### config.mk
export PLATFORM = sky130hd
export DESIGN_NAME = sm4c_iter_core
export DESIGN_NICKNAME = d
export VERILOG_FILES = /design/src/rtl/sm4c_pkg.sv /design/src/rtl/sm4c_sbox8.sv /design/src/rtl/sm4c_tau.sv /design/src/rtl/sm4c_diffuse.sv /design/src/rtl/sm4c_seq.sv /design/src/rtl/sm4c_iter_core.sv
export SDC_FILE = /design/constraint.sdc
export NUM_CORES = 2
export LEC_CHECK = 0
export BUFFER_PORTS_ARGS = -buffer_cell sky130_fd_sc_hd__buf_2
export CORE_UTILIZATION = 49
export CTS_BUF_LIST = sky130_fd_sc_hd__clkbuf_2 sky130_fd_sc_hd__clkbuf_4 sky130_fd_sc_hd__clkbuf_8
export CTS_CLUSTER_SIZE = 8
export DETAILED_ROUTE_END_ITERATION = 16
export GPL_TIMING_DRIVEN = 0
export HOLD_SLACK_MARGIN = 0.15
export PLACE_DENSITY_LB_ADDON = 0.1
export SETUP_SLACK_MARGIN = 0.2
export SLEW_MARGIN = 25
export SYNTH_ARGS = -nofsm -noshare
export SYNTH_HDL_FRONTEND = slang
export SYNTH_SLANG_ARGS = --single-unit
export TNS_END_PERCENT = 5
### constraint.sdc
create_clock -name clk -period 20.6 [get_ports clk]
set_input_delay 1.03 -clock clk [delete_from_list [all_inputs] [get_ports clk]]
set_output_delay 1.03 -clock clk [all_outputs]
set_load 0.05 [all_outputs]
### src/rtl/sm4c_pkg.sv
package sm4c_pkg;

    localparam int WORD_W  = 32;
    localparam int BYTE_W  = 8;
    localparam int LANES   = WORD_W / BYTE_W;
    localparam int NWORDS  = 4;
    localparam int BLOCK_W = NWORDS * WORD_W;

    typedef logic [WORD_W-1:0] word_t;
    typedef logic [BYTE_W-1:0] byte_t;

    // word 0 occupies the most significant position so a direct load
    // of the block gives big-endian word order
    typedef struct packed {
        word_t w0;
        word_t w1;
        word_t w2;
        word_t w3;
    } state_t;

    typedef enum logic {
        PH_IDLE = 1'b0,
        PH_RUN  = 1'b1
    } phase_t;

    // 16-entry nibble maps, entry n at bits [8n+7:8n]
    localparam logic [127:0] PRE_LO  = 128'hC7C1B4B222245157_9197E2E474720701;
    localparam logic [127:0] PRE_HI  = 128'hF052B91BF95BB012_E240AB09EB49A200;
    localparam logic [127:0] POST_LO = 128'hEDD14478172BBE82_5B67F2CEA19D0834;
    localparam logic [127:0] POST_HI = 128'h11CDBE62CC1063BF_AE7201DD73AFDC00;

    function automatic byte_t nib_map(input logic [127:0] tbl, input logic [3:0] n);
        return tbl[{n, 3'b000} +: 8];
    endfunction

    // multiply in GF(2^8) modulo x^8+x^4+x^3+x+1
    function automatic byte_t gf_mul(input byte_t a, input byte_t b);
        byte_t acc;
        byte_t sh;
        acc = '0;
        sh  = a;
        for (int i = 0; i < 8; i++) begin
            if (b[i]) acc = acc ^ sh;
            sh = {sh[6:0], 1'b0} ^ (sh[7] ? 8'h1B : 8'h00);
        end
        return acc;
    endfunction

    // x^254, which maps 0 to 0
    function automatic byte_t gf_inv(input byte_t x);
        byte_t r;
        byte_t s;
        r = 8'h01;
        s = x;
        for (int i = 0; i < 7; i++) begin
            s = gf_mul(s, s);
            r = gf_mul(r, s);
        end
        return r;
    endfunction

    function automatic byte_t rotl8(input byte_t b, input int n);
        return byte_t'((b << n) | (b >> (8 - n)));
    endfunction

    function automatic byte_t aes_core(input byte_t x);
        byte_t v;
        v = gf_inv(x);
        return v ^ rotl8(v, 1) ^ rotl8(v, 2) ^ rotl8(v, 3) ^ rotl8(v, 4) ^ 8'h63;
    endfunction

    function automatic word_t rotl32(input word_t w, input int n);
        return word_t'((w << n) | (w >> (WORD_W - n)));
    endfunction

endpackage

### src/rtl/sm4c_sbox8.sv
module sm4c_sbox8
    import sm4c_pkg::*;
(
    input  logic [7:0] in_b,
    output logic [7:0] out_b
);
    byte_t pre;
    byte_t mid;

    always_comb begin
        pre   = nib_map(PRE_LO, in_b[3:0]) ^ nib_map(PRE_HI, in_b[7:4]);
        mid   = aes_core(pre);
        out_b = nib_map(POST_LO, mid[3:0]) ^ nib_map(POST_HI, mid[7:4]);
    end
endmodule

### src/rtl/sm4c_tau.sv
module sm4c_tau
    import sm4c_pkg::*;
#(
    parameter int W = WORD_W
)(
    input  logic [W-1:0] x_i,
    output logic [W-1:0] y_o
);
    localparam int NB = W / BYTE_W;

    for (genvar g = 0; g < NB; g++) begin : g_lane
        sm4c_sbox8 u_sb (
            .in_b  (x_i[g*BYTE_W +: BYTE_W]),
            .out_b (y_o[g*BYTE_W +: BYTE_W])
        );
    end
endmodule

### src/rtl/sm4c_diffuse.sv
module sm4c_diffuse
    import sm4c_pkg::*;
(
    input  logic [WORD_W-1:0] b_i,
    output logic [WORD_W-1:0] c_o
);
    word_t mix;

    always_comb begin
        mix = b_i ^ rotl32(b_i, 8) ^ rotl32(b_i, 16);
        c_o = b_i ^ rotl32(mix, 2) ^ rotl32(b_i, 24);
    end
endmodule

### src/rtl/sm4c_seq.sv
module sm4c_seq
    import sm4c_pkg::*;
#(
    parameter int ROUNDS = 32,
    localparam int IDX_W = $clog2(ROUNDS)
)(
    input  logic             clk,
    input  logic             rst,
    input  logic             start_i,
    output logic             load_o,
    output logic             busy_o,
    output logic [IDX_W-1:0] idx_o,
    output logic             done_o
);
    localparam logic [IDX_W-1:0] LAST = IDX_W'(ROUNDS - 1);

    phase_t           phase;
    logic [IDX_W-1:0] cnt;
    logic             done_q;

    always_ff @(posedge clk) begin
        if (rst) begin
            phase  <= PH_IDLE;
            cnt    <= '0;
            done_q <= 1'b0;
        end else begin
            done_q <= 1'b0;
            unique case (phase)
                PH_IDLE: begin
                    if (start_i) begin
                        phase <= PH_RUN;
                        cnt   <= '0;
                    end
                end
                PH_RUN: begin
                    if (cnt == LAST) begin
                        phase  <= PH_IDLE;
                        cnt    <= '0;
                        done_q <= 1'b1;
                    end else begin
                        cnt <= cnt + 1'b1;
                    end
                end
                default: phase <= PH_IDLE;
            endcase
        end
    end

    assign load_o = (phase == PH_IDLE) && start_i;
    assign busy_o = (phase == PH_RUN);
    assign idx_o  = cnt;
    assign done_o = done_q;

    p_done_single_r7: assert property (@(posedge clk) disable iff (rst)
        done_o |=> !done_o);

    p_done_after_last_r7: assert property (@(posedge clk) disable iff (rst)
        (busy_o && idx_o == LAST) |=> (done_o && !busy_o));

    p_idx_advance_r2: assert property (@(posedge clk) disable iff (rst)
        (busy_o && idx_o != LAST) |=> (busy_o && idx_o == $past(idx_o) + 1'b1));

    p_start_ignored_r8: assert property (@(posedge clk) disable iff (rst)
        (busy_o && start_i && idx_o != LAST) |=> (busy_o && !done_o));

    p_idle_quiet_r10: assert property (@(posedge clk) disable iff (rst)
        (!busy_o && !start_i) |=> (!busy_o && idx_o == '0));
endmodule

### src/rtl/sm4c_iter_core.sv
module sm4c_iter_core
    import sm4c_pkg::*;
#(
    parameter int ROUNDS = 32,
    localparam int IDX_W = $clog2(ROUNDS)
)(
    input  logic               clk,
    input  logic               rst,
    input  logic               start_i,
    input  logic [127:0]       plain_i,
    output logic [IDX_W-1:0]   rk_idx_o,
    input  logic [31:0]        rk_i,
    output logic [127:0]       cipher_o,
    output logic               done_o
);
    state_t st;
    logic   load;
    logic   busy;
    word_t  sub_in;
    word_t  sub_out;
    word_t  lin_out;
    word_t  fresh;

    sm4c_seq #(.ROUNDS(ROUNDS)) u_seq (
        .clk     (clk),
        .rst     (rst),
        .start_i (start_i),
        .load_o  (load),
        .busy_o  (busy),
        .idx_o   (rk_idx_o),
        .done_o  (done_o)
    );

    assign sub_in = st.w1 ^ st.w2 ^ st.w3 ^ rk_i;

    sm4c_tau #(.W(WORD_W)) u_tau (
        .x_i (sub_in),
        .y_o (sub_out)
    );

    sm4c_diffuse u_lin (
        .b_i (sub_out),
        .c_o (lin_out)
    );

    assign fresh = lin_out ^ st.w0;

    always_ff @(posedge clk) begin
        if (rst) begin
            st <= '0;
        end else if (load) begin
            st <= state_t'(plain_i);
        end else if (busy) begin
            st.w0 <= st.w1;
            st.w1 <= st.w2;
            st.w2 <= st.w3;
            st.w3 <= fresh;
        end
    end

    assign cipher_o = {st.w3, st.w2, st.w1, st.w0};

    p_ct_hold_r9: assert property (@(posedge clk) disable iff (rst)
        (!busy && !start_i) |=> $stable(cipher_o));

    p_word_shift_r5: assert property (@(posedge clk) disable iff (rst)
        busy |=> (cipher_o[31:0] == $past(cipher_o[63:32])
                  && cipher_o[95:64] == $past(cipher_o[127:96])));

    p_load_order_r1: assert property (@(posedge clk) disable iff (rst)
        load |=> (cipher_o[127:96] == $past(plain_i[31:0])
                  && cipher_o[31:0] == $past(plain_i[127:96])));
endmodule

==> results.toml <==
[run_status]
status = "finished, final reports clean"

[placed_design]
dp_hpwl_um = 184000
numPortBuffers = 294
place_congestion = 0.973
pre_cts_ws_ns = -3.16

[clocking]
cts_hold_buffers = 0
clock_path_buffers = 2
numCtsBuffers = 17
cts.clk_slew.worst_paths_ns = 0.10
numClockSinks = 135
cts_tree = "built"
insertion_delay_ns = 0.58
cts_root_buf = "clkbuf_8"
h-tree-depth = 4

[run]
maxCapViolations = 0

[timing]
finalCriticalPeriod_ns = 19.78
hold_viol_final = 0
slew_headroom = 0.224
tightest_slew_ns = 1.16
fin_crit_sh = 0.960
setup_ws_ns = 0.818
fmax_mhz = 50.6
rsz0062_at_grt = "true"
drv_slew = 0
fin_skew_ns = 0.0392
setup_viol = 0
holdWs_ns = 0.541

[detailed_routing]
drt-wirelength-per-cell_um = 22.0
viasPerCell = 6.05
drc_errors = 0
drt_pass1_iterations = 6
wirelength_um = 237000
vias = 65300
antenna_left = 0
drt_first_iter_violations = 6684

[worst_setup_path]
cp_max_fo = 10
slowest_delay_ns = 0.73
crit_slowest_cell = "xnor3_1"
startpoint_type = "primary input"
worstPathRequired_ns = 21.04
crit_top_cell = "xnor3_1"
critPathKind = "in -> reg"
endpoint_kind = "flip-flop"
arrival_ns = 20.22

[final_layout]
drive_above_1_share = 0.121
nets = 9196
nFillCells = 13100
final_util = 0.546
area_growth_pct = 9.93

[floorplanning]
core-area_mm2 = 0.134
rows = 134
initial_core_util = 0.496
die_w_um = 371
io_pins = 297
dieArea_mm2 = 0.137
die_h_um = 371

[logic_synthesis]
synth_flop_cell = "dfxtp_1"
syn_nets = 8830
ys_seq_area_frac = 0.0406
yosys_warnings = 0
synth_area_mm2 = 0.0666
ys_async_sr_fraction = 0
ys_top_cells_by_count = "xnor2_1, nor2_1, nand2_1"
synth_edf_count = 0
synth_seq_cells = 135
yosys.area.top_type_share = 0.225
netlist_instances = 8629
synth_cell_types = 111
ys_top_cells_by_area = "xnor2_1, xnor3_1, nor2_1"
synth_largest_area_cell = "xnor2_1"
syn_area_per_cell_um2 = 7.72
yosysMostFrequentCell = "xnor2_1"

[global_routing]
grt_max_degree = 17
first_global_vias = 60800
track_usage = 0.330
grt_pass1_wl_um = 361000
antenna_found_initial = 8
overflow = 0

[hold_path]
hp-class = "reg -> reg"
[worst paths after layout]
kind	from	end	slack, ns	cells after the start
worst max-delay path	rk_i[13]	cipher_o[98]	0.82	66
worst min-delay path	u_seq.idx_o[3]	u_seq.idx_o[3]	0.54	2
worst max register to register	cipher_o[110]	cipher_o[98]	0.90	66
worst min register to register	u_seq.idx_o[3]	u_seq.idx_o[3]	0.54	2
[final cells by class]
cell class                 count  area (µm²)  area share
multi-input combinational   7822       63100       0.862
sequential                   135        2710      0.0370
buffer                       563        2450      0.0335
tap                         1768        2210      0.0302
timing repair buffer         348        1920      0.0262
inverter                     108         409     0.00559
clock buffer                  18         248     0.00339
clock inverter                14         130     0.00178
antenna                        3        7.51    0.000103
[per-layer routing]
layer / part of all wire / vias up / track usage
met5: 0.000097 / - / 0
met4: 0.022 / 4 / 0.0811
met3: 0.083 / 330 / 0.0456
met2: 0.46 / 2889 / 0.536
met1: 0.44 / 31600 / 0.457
li1: - / 30400 / -
[metrics by stage]
step | instances | instance area (µm²) | setup TNS [ns]
floorplan | 8629 | 66600 | 0
global placement | 10700 | 70300 | -72.78
detailed placement | 10700 | 70400 | -78.61
CTS | 10700 | 71600 | 0
global route | 10800 | 73200 | -0.00321
finish | 10800 | 73200 | 0
[kinds of logic (layout without fill, tap and decap cells)]
| kind of cell | after synthesis | in the layout | share of synthesized area |
|---|---|---|---|
| AO/OA/AOI/OAI | 1606 | 1606 | 0.155 |
| XOR/XNOR | 2861 | 2861 | 0.506 |
| adder cells (fa/ha/maj) | 41 | 41 | 0.00759 |
| buffers and inverters | 672 | 1051 | 0.0411 |
| flip-flops | 135 | 135 | 0.0406 |
| multiplexers | 392 | 392 | 0.0609 |
| other | 0 | 3 | 0 |
| AND/OR/NAND/NOR | 2922 | 2922 | 0.190 |
[sequential cells by signal, indices dropped and copies added (netlist names)]
name and flops:
u_seq.idx_o 5, u_seq.done_o 1, u_seq.busy_o 1, cipher_o 128
[critical path, delay by kind of cell]
| family | cells | cell delay, ns |
|---|---|---|
| AO/OA/AOI/OAI | 6 | 1.57 |
| XOR/XNOR | 37 | 12.45 |
| adder cells (fa/ha/maj) | 4 | 1.33 |
| buffers and inverters | 11 | 2.63 |
| multiplexers | 1 | 0.06 |
| AND/OR/NAND/NOR | 7 | 1.09 |
[cell usage in the layout (no fill, tap or decap), types with 28 or more instances in the layout]
master,n
a21oi_1,526
mux2_2,43
nand2_1,771
xor2_2,52
o221ai_1,33
buf_1,40
o22ai_1,92
a211oi_1,74
and2_1,51
dfxtp_1,132
a22oi_1,68
xnor2_1,1584
nor3_1,223
inv_1,82
a31oi_1,53
xor2_1,446
buf_2,400
xor3_1,46
o211ai_1,65
nand4_1,33
nand2b_1,56
mux2i_1,339
and3_1,47
clkbuf_2,90
nand3_1,173
nor2_1,1341
ha_1,38
o31ai_1,28
or3_1,31
xnor3_1,451
xnor2_2,176
xnor3_2,29
buf_4,71
a221oi_1,29
nor2b_1,54
clkbuf_1,303
xnor2_4,47
o21ai_0,301
[what timing repair did]
action | CTS | global route
setup endpoints to repair | 32 | 32
pin swaps | 8 | 17
setup buffers | 7 | 45
resized for setup | 116 | 265
Power is not shown: default switching activity piles up to over one toggle a cycle in this logic, so the estimate is an artifact.
